===== src/rtl/cmp_pkg.sv =====
package cmp_pkg;
  localparam int WDATA_W = 4;
  localparam int RDATA_W = 6;
  localparam int WB_EN   = 0;
  localparam int WB_OE   = 1;
  localparam int WB_IE   = 2;
  localparam int WB_CLR  = 3;

  typedef struct packed {
    logic ie;
    logic oe;
    logic en;
  } chan_ctrl_t;

  localparam chan_ctrl_t CTRL_RESET = '{ie: 1'b0, oe: 1'b0, en: 1'b0};
endpackage


===== src/rtl/cmp_sync.sv =====
module cmp_sync #(
  parameter int STAGES = 2,
  parameter logic RST_VAL = 1'b1
) (
  input  logic clk,
  input  logic rst_n,
  input  logic d,
  output logic q
);
  logic [STAGES-1:0] chain;

  always_ff @(posedge clk) begin
    if (!rst_n) chain <= {STAGES{RST_VAL}};
    else        chain <= {chain[STAGES-2:0], d};
  end

  assign q = chain[STAGES-1];
endmodule


===== src/rtl/cmp_channel.sv =====
module cmp_channel #(
  parameter int SETTLE_CYC = 2500
) (
  input  logic clk,
  input  logic rst_n,
  input  logic raw_async,
  input  logic en,
  input  logic tpd,
  input  logic clr,
  output logic out_q,
  output logic flag_q,
  output logic settled,
  output logic active
);
  localparam int CNT_W = $clog2(SETTLE_CYC + 1);
  localparam logic [CNT_W-1:0] CNT_LIM = CNT_W'(SETTLE_CYC);

  logic             raw_s;
  logic [CNT_W-1:0] cnt_q;
  logic             level_nxt;
  logic             change;

  cmp_sync #(.STAGES(2), .RST_VAL(1'b1)) u_sync (
    .clk   (clk),
    .rst_n (rst_n),
    .d     (raw_async),
    .q     (raw_s)
  );

  assign active    = en & ~tpd;
  assign settled   = (cnt_q == CNT_LIM);
  assign level_nxt = active ? raw_s : 1'b1;
  // inactive channels always detect (forced rise); active ones only once settled
  assign change    = (level_nxt != out_q) && (!active || settled);

  always_ff @(posedge clk) begin
    if (!rst_n) begin
      cnt_q  <= '0;
      out_q  <= 1'b1;
      flag_q <= 1'b0;
    end else begin
      if (!active)      cnt_q <= '0;
      else if (!settled) cnt_q <= cnt_q + 1'b1;
      out_q <= level_nxt;
      if (change)   flag_q <= 1'b1;
      else if (clr) flag_q <= 1'b0;
    end
  end
endmodule


===== src/rtl/cmp_irq_ctrl.sv =====
module cmp_irq_ctrl
  import cmp_pkg::*;
#(
  parameter int NUM_CH     = 2,
  parameter int SETTLE_CYC = 2500,
  localparam int CH_W      = (NUM_CH > 1) ? $clog2(NUM_CH) : 1
) (
  input  logic               clk,
  input  logic               rst_n,
  input  logic [NUM_CH-1:0]  cmp_raw,
  input  logic               tpd_active,
  input  logic               reg_wr,
  input  logic [CH_W-1:0]    reg_addr,
  input  logic [WDATA_W-1:0] reg_wdata,
  output logic [RDATA_W-1:0] reg_rdata,
  output logic [NUM_CH-1:0]  cmp_out,
  output logic [NUM_CH-1:0]  pin_drive,
  output logic [NUM_CH-1:0]  pin_oe,
  output logic               irq
);
  chan_ctrl_t        ctrl_q [NUM_CH];
  logic [NUM_CH-1:0] flag_q;
  logic [NUM_CH-1:0] ie_vec;
  logic [NUM_CH-1:0] clr_vec;
  logic [NUM_CH-1:0] active_vec;
  logic [NUM_CH-1:0] settled_vec;

  for (genvar i = 0; i < NUM_CH; i++) begin : g_ch
    logic sel;
    assign sel        = reg_wr && (reg_addr == CH_W'(i));
    assign clr_vec[i] = sel && reg_wdata[WB_CLR];
    assign ie_vec[i]  = ctrl_q[i].ie;
    assign pin_oe[i]  = ctrl_q[i].oe;
    assign pin_drive[i] = ctrl_q[i].oe & cmp_out[i];

    always_ff @(posedge clk) begin
      if (!rst_n) ctrl_q[i] <= CTRL_RESET;
      else if (sel) begin
        ctrl_q[i].en <= reg_wdata[WB_EN];
        ctrl_q[i].oe <= reg_wdata[WB_OE];
        ctrl_q[i].ie <= reg_wdata[WB_IE];
      end
    end

    cmp_channel #(.SETTLE_CYC(SETTLE_CYC)) u_chan (
      .clk       (clk),
      .rst_n     (rst_n),
      .raw_async (cmp_raw[i]),
      .en        (ctrl_q[i].en),
      .tpd       (tpd_active),
      .clr       (clr_vec[i]),
      .out_q     (cmp_out[i]),
      .flag_q    (flag_q[i]),
      .settled   (settled_vec[i]),
      .active    (active_vec[i])
    );
  end

  assign irq = |(flag_q & ie_vec);

  always_comb begin
    reg_rdata = '0;
    for (int i = 0; i < NUM_CH; i++) begin
      if (reg_addr == CH_W'(i))
        reg_rdata = {settled_vec[i], cmp_out[i], flag_q[i],
                     ctrl_q[i].ie, ctrl_q[i].oe, ctrl_q[i].en};
    end
  end
endmodule


===== config.mk =====
export PLATFORM = sky130hd
export DESIGN_NAME = cmp_irq_ctrl
export DESIGN_NICKNAME = d
export VERILOG_FILES = /design/src/rtl/cmp_pkg.sv /design/src/rtl/cmp_sync.sv /design/src/rtl/cmp_channel.sv /design/src/rtl/cmp_irq_ctrl.sv
export SDC_FILE = /design/constraint.sdc
export NUM_CORES = 1
export LEC_CHECK = 0
export BUFFER_PORTS_ARGS = -buffer_cell sky130_fd_sc_hd__buf_2
export CAP_MARGIN = 10
export CELL_PAD_IN_SITES_DETAIL_PLACEMENT = 0
export CELL_PAD_IN_SITES_GLOBAL_PLACEMENT = 1
export CORE_ASPECT_RATIO = 1.25
export CORE_UTILIZATION = 32
export CTS_BUF_LIST = sky130_fd_sc_hd__clkbuf_2
export DETAILED_ROUTE_END_ITERATION = 10
export GPL_TIMING_DRIVEN = 0
export PLACE_DENSITY_LB_ADDON = 0.05
export RECOVER_POWER = 100
export SETUP_SLACK_MARGIN = 0.3
export SLEW_MARGIN = 25
export SYNTH_ARGS = -nofsm -noshare
export SYNTH_HDL_FRONTEND = slang
export SYNTH_SLANG_ARGS = --single-unit

===== constraint.sdc =====
create_clock -name clk -period 1.3 [get_ports clk]
set_input_delay 0.13 -clock clk [delete_from_list [all_inputs] [get_ports clk]]
set_output_delay 0.13 -clock clk [all_outputs]
set_load 0.005 [all_outputs]

== Yosys cells after proc, flatten, opt, wreduce, memory -nomap -nowiden ==
Memories as Yosys holds them, arrays and structs flattened.
Cells that the tools add are included.

* Register bits after elaboration: 32
* Memory bits (writable): 6
* Output and inout bits: 13
* Word-level logic and storage cells: 63
* Memories kept: 1

{| class="wikitable"
|+ Memory list
! memory !! depth !! bits a word !! read ports !! clocked after memory_dff !! wr ports !! line !! text
|-
| ctrl_q || 2 || 3 || 2 || 0 || 2 || cmp_irq_ctrl.sv:21 || <nowiki>chan_ctrl_t ctrl_q [NUM_CH];</nowiki>
|}

* Add/subtract/negate cells: 2
* Equality and inequality tests: 4
* Mux-type cells: 20
* Bitwise gates (word level): 13
* Reduce and logical (&&, ||, !) cells: 15

{| class="wikitable"
|+ Operator list
! operator !! number
|-
| $add 12x1->12 const B || 2
|-
| $eq 12x12->1 const B || 2
|-
| $mux 1 || 19
|-
| $logic_and 1x1->1 || 6
|-
| $mux 6 || 1
|-
| $or 1x1->1 || 6
|-
| $and 1x1->1 || 4
|-
| $reduce_and 2->1 || 2
|-
| $reduce_bool 2->1 || 2
|-
| $and 2x2->2 || 1
|-
| $logic_not 1->1 || 2
|-
| $logic_or 1x1->1 || 2
|-
| $ne 1x1->1 || 2
|-
| $not 1->1 || 2
|-
| $reduce_or 2->1 || 1
|}

== Longest topological paths before layout ==
* Depth after elaboration: 6
* Depth in mapped cells: 6

== By module ==
Synthesis repeated with hierarchy kept, for this count alone.

* Cells, all modules: 206
* Area, all modules: 1936.9 um^2

{| class="wikitable"
|+ Modules (own cells, without submodules)
! module !! times used !! cells each !! area each (um^2) !! seq. area each (um^2)
|-
| cmp_channel || 2 || 82 || 721.9 || 280.3
|-
| cmp_irq_ctrl || 1 || 34 || 387.9 || 180.2
|-
| cmp_sync || 2 || 4 || 52.6 || 40.0
|}

== Worst setup path after synthesis ==
OpenSTA, ideal clock, no wires.

* Path kind: register to register
* From: register g_ch[0].u_chan.cnt_q[0]
* To: register g_ch[0].u_chan.cnt_q[1]
* Library setup time: 0.128 ns
* Arrival: 1.234 ns
* Data required time: 1.172 ns
* Setup slack: -0.061 ns
* Stages on the path, launching flop included: 7
* Buffers on the path: 0
* Cells stage by stage: dfxtp_1 inv_1 ha_1 and4bb_2 nand3_1 mux2i_1 nor2_1

* Word-level cells in the longest chain between the ends: 1

{| class="wikitable"
|+ Ends and longest elaborated chain
! element !! line !! text
|-
| start, declared || cmp_channel.sv:19 || <nowiki>logic [CNT_W-1:0] cnt_q;</nowiki>
|-
| start signal, assigned || cmp_channel.sv:43 || <nowiki>else if (!settled) cnt_q <= cnt_q + 1'b1;</nowiki>
|-
| $add 12x1->12 / $eq 12x12->1 (equally long branches) || cmp_channel.sv:43, cmp_channel.sv:31 ||
|}

Several ways; a longest one is shown, not always the timed one.
A chain may end at the register's enable or synchronous reset.

== Worst setup path in the final report ==
* From: register g_ch[0].u_chan.cnt_q[1]
* To: output reg_rdata[5]

* Word-level cells in the longest chain between the ends: 2

{| class="wikitable"
|+ Ends and longest elaborated chain
! element !! line !! text
|-
| $eq 12x12->1 || cmp_channel.sv:31 || <nowiki>assign settled = (cnt_q == CNT_LIM);</nowiki>
|-
| $mux 6 || cmp_irq_ctrl.sv:64 || <nowiki>if (reg_addr == CH_W'(i))</nowiki>
|-
| end, declared || cmp_irq_ctrl.sv:15 || <nowiki>output logic [RDATA_W-1:0] reg_rdata,</nowiki>
|}

No other way between the ends.

==> results.py <==
metrics = {
    "floorplanning": {
        "io_pins": 24,
        "rows": 30,
        "die_y_um": 86.2,
        "die-area_sq_um": 5970,
        "core_sq_um": 5440,
        "initial_utilization_pct": 33.3,
        "die_x_um": 69.3,
    },
    "yosys": {
        "synth_top_family_by_area": "simple AND/OR/NAND/NOR gates",
        "synth-edff-count": 6,
        "synth.largest_area_cell": "dfxtp_1",
        "synthFlopType": "dfxtp_1",
        "synth_top_cells_by_count": "dfxtp_1, nor2_1, nand2_1",
        "synth_nets": 211,
        "synth_area_sq_um": 1810,
        "synth-seq-area-share_pct": 45.3,
        "avgSynthCellArea_sq_um": 9.25,
        "synth_simple_gate_area_share_pct": 28.0,
        "syn_inst": 196,
        "synthMuxAreaShare_pct": 5.31,
        "synthTopCellsByArea": "dfxtp_1, edfxtp_1, nor2_1",
        "synth_seq_cells": 38,
        "synth-compound-area-share_pct": 7.59,
        "synth_warnings": 0,
        "ys_types": 37,
        "postSynth.asyncResetShare_pct": 0,
        "yosys.area_share.adder_pct": 2.76,
        "synth_most_common_cell": "dfxtp_1",
        "synth_top_area_share_pct": 35.3,
        "synthXorXnorAreaFrac_pct": 6.76,
    },
    "critical_path": {
        "r2r_setup_slack_ps": -140,
        "critPathCaptureType": "output port",
        "critPathMaxStageDelay_ps": 390,
        "crit_path_top_delay_cell": "dfxtp_4",
        "crit_type": "reg2out",
        "cp.arrival_ps": 1580,
        "r2r_end": "g_ch[0].u_chan.cnt_q[1]",
        "startpoint_type": "register",
        "r2r-start": "g_ch[0].u_chan.cnt_q[1]",
        "crit_chain": "inv_4 -> ha_4 -> and4bb_2 -> nand3_4 -> mux2i_1 -> buf_2",
        "cp_max_fo": 2,
        "cp.required_ps": 1170,
        "critPathBufInv": 2,
        "critical-path-top-delay-family": "flip-flops",
        "reg2regPathDepth": 8,
    },
    "status": {
        "violations": "negative setup slack",
        "status": "complete, but fails checks",
    },
    "drt": {
        "initialDrtViolationCount": 19,
        "wl_per_cell_um": 13.7,
        "postRouteAntennaNets": 0,
        "via_per_inst": 4.93,
        "vias": 1603,
        "drt_first_pass_iters": 2,
        "wl_um": 4450,
        "route.detailed.drc": 0,
    },
    "cts": {
        "cts_inserted_buffers": 5,
        "cts-root-buf": "clkbuf_2",
        "clock_path_buffers": 2,
        "clock_sinks": 38,
        "tritoncts": "built",
        "h-tree-depth": 2,
        "clkSlewWorstSetupHoldPaths_ps": 200,
        "clk_latency_ps": 390,
    },
    "grt": {
        "track_usage_pct": 16.2,
        "overflow": 0,
        "antenna_found_initial": 0,
        "grt_pass1_wl_um": 7620,
        "grt_pass1_vias": 1636,
        "grt_max_degree": 12,
    },
    "place": {
        "io_buffer_count": 22,
        "hpwl_um": 2950,
        "post-place-ws_ps": -88.7,
        "gp_congestion": 0.754,
        "placed_cells": 282,
    },
    "final_layout": {
        "ff_latch_area_sq_um": 866,
        "num_antenna_cells": 0,
        "areaGrowthSynthToFinish_pct": 50.4,
        "fillers": 546,
        "num-nets-final": 275,
        "multiInputGateArea_sq_um": 1170,
        "drive_gt1_share_pct": 49.0,
        "layout.cells.non_filler": 325,
    },
    "min_path": {
        "hp-start": "tpd_active",
        "hold-path-endpoint": "g_ch[0].u_chan.cnt_q[10]",
        "min_path_cells": 4,
        "hp-class": "in2reg",
    },
    "timing": {
        "timing.final.crit_period_ps": 1710,
        "hold_viol_final": 0,
        "fin_hold_ws_ps": 66.2,
        "finClkSkew_ps": 27.2,
        "fin_tns_setup_ps": -1450,
        "fin_ws_ps": -410,
        "rsz0062_at_grt": "yes",
        "fin_crit_sh_pct": 132,
        "drv_slew": 0,
        "relSlewSlack_pct": 71.0,
        "setup_violations": 20,
        "worst_slew_pin_slew_ps": 435,
        "max_freq_mhz": 585,
    },
    "pwr": {
        "p_per_area_nw_per_um2": 712,
        "peakVddDrop_mv": 0.377,
        "p_leak_uw": 0.00105,
        "power.total_uw": 1940,
    },
    "run": {
        "drv_cap": 0,
    },
}
[worst max-delay path by stage]
stage / from / end / slack, ps / cells after the start
final: g_ch[0].u_chan.cnt_q[1] / reg_rdata[5] / -410 / 6
after CTS: g_ch[0].u_chan.cnt_q[1] / reg_rdata[5] / -470 / 6
after global placement: g_ch[0].u_chan.cnt_q[0] / g_ch[0].u_chan.cnt_q[10] / -80 / 5
after global routing: g_ch[0].u_chan.cnt_q[1] / reg_rdata[5] / -510 / 6
after detailed placement: g_ch[0].u_chan.cnt_q[0] / g_ch[0].u_chan.cnt_q[10] / -90 / 5
after floorplan: g_ch[0].u_chan.cnt_q[0] / g_ch[0].u_chan.cnt_q[6] / 70 / 4
[final cells by class]
cell class                 instances  share of cell area, %
buffer                            10                   2.80
clock buffer                       6                   1.10
clock inverter                     2                  0.321
inverter                           6                   1.01
multi-input combinational        142                   43.0
sequential                        38                   31.8
tap                               64                   2.94
timing repair buffer              57                   17.0
[flip-flops by register name, indices dropped and copies added, names as in the netlist]
| signal | count |
|---|---|
| g_ch.u_chan.cnt_q | 24 |
| g_ch.u_chan.flag_q | 2 |
| ctrl_q | 6 |
| g_ch.u_chan.out_q | 2 |
| g_ch.u_chan.u_sync.chain | 4 |
[tightest hold or removal path, stage by stage]
cell	delay (ps)
buf_2	110
nor2b_1	80
nand2_2	80
nor3b_1	50
[per-layer routing]
metal / part of all wire, % / GRT usage (%)
met5: 0 / 0
met2: 54 / 28.8
met4: 3.1 / 8.91
met3: 2.4 / 3.64
met1: 41 / 18.0
[repair_timing]
item                                   CTS  global route
hold buffers                             3             1
cloned                                   0             0
endpoints found under the hold margin    4             1
setup endpoints to repair               40            41
setup buffers                           23             8
resized for setup                       47            29
pin swaps                               22            12
[power by group]
part / switching, uW / total [uW] / leakage [uW] / internal (uW)
clock: 385 / 517 / 0.0000304 / 132
combinational: 87.6 / 203 / 0.000693 / 115
sequential: 15.7 / 1220 / 0.000331 / 1210
[metrics by stage]
step	instance area [sq um]	util [%]
floorplan	1940	-
global placement	2130	39.2
detailed placement	2130	39.2
CTS	2600	47.7
global route	2730	50.1
finish	2730	50.1
[cells by family (layout without fill, tap and decap cells)]
logic type               Yosys count  in the layout
adder cells (fa/ha/maj)            4              4
AO/OA/AOI/OAI                     23             23
XOR/XNOR                          14             14
multiplexers                       9              9
buffers and inverters             16             81
AND/OR/NAND/NOR                   92             92
flip-flops                        38             38
[layout by cell type, fill, tap and decap left out, types with 4 or more instances in the layout]
cell           instances
nor2_1                23
buf_4                 18
buf_6                 17
buf_2                 17
dfxtp_1               14
nand2_1               13
dfxtp_4                9
dfxtp_2                9
clkbuf_2               7
xor2_1                 7
nand4_1                6
edfxtp_1               6
clkbuf_1               5
mux2_2                 5
nand2b_1               5
nand3_1                5
o21ai_0                5
xnor2_1                5
nand3_4                4
mux2i_1                4
nand2_2                4
ha_4                   4
dlygate4sd3_1          4
Note: power is estimated with default switching activity, not from simulation.
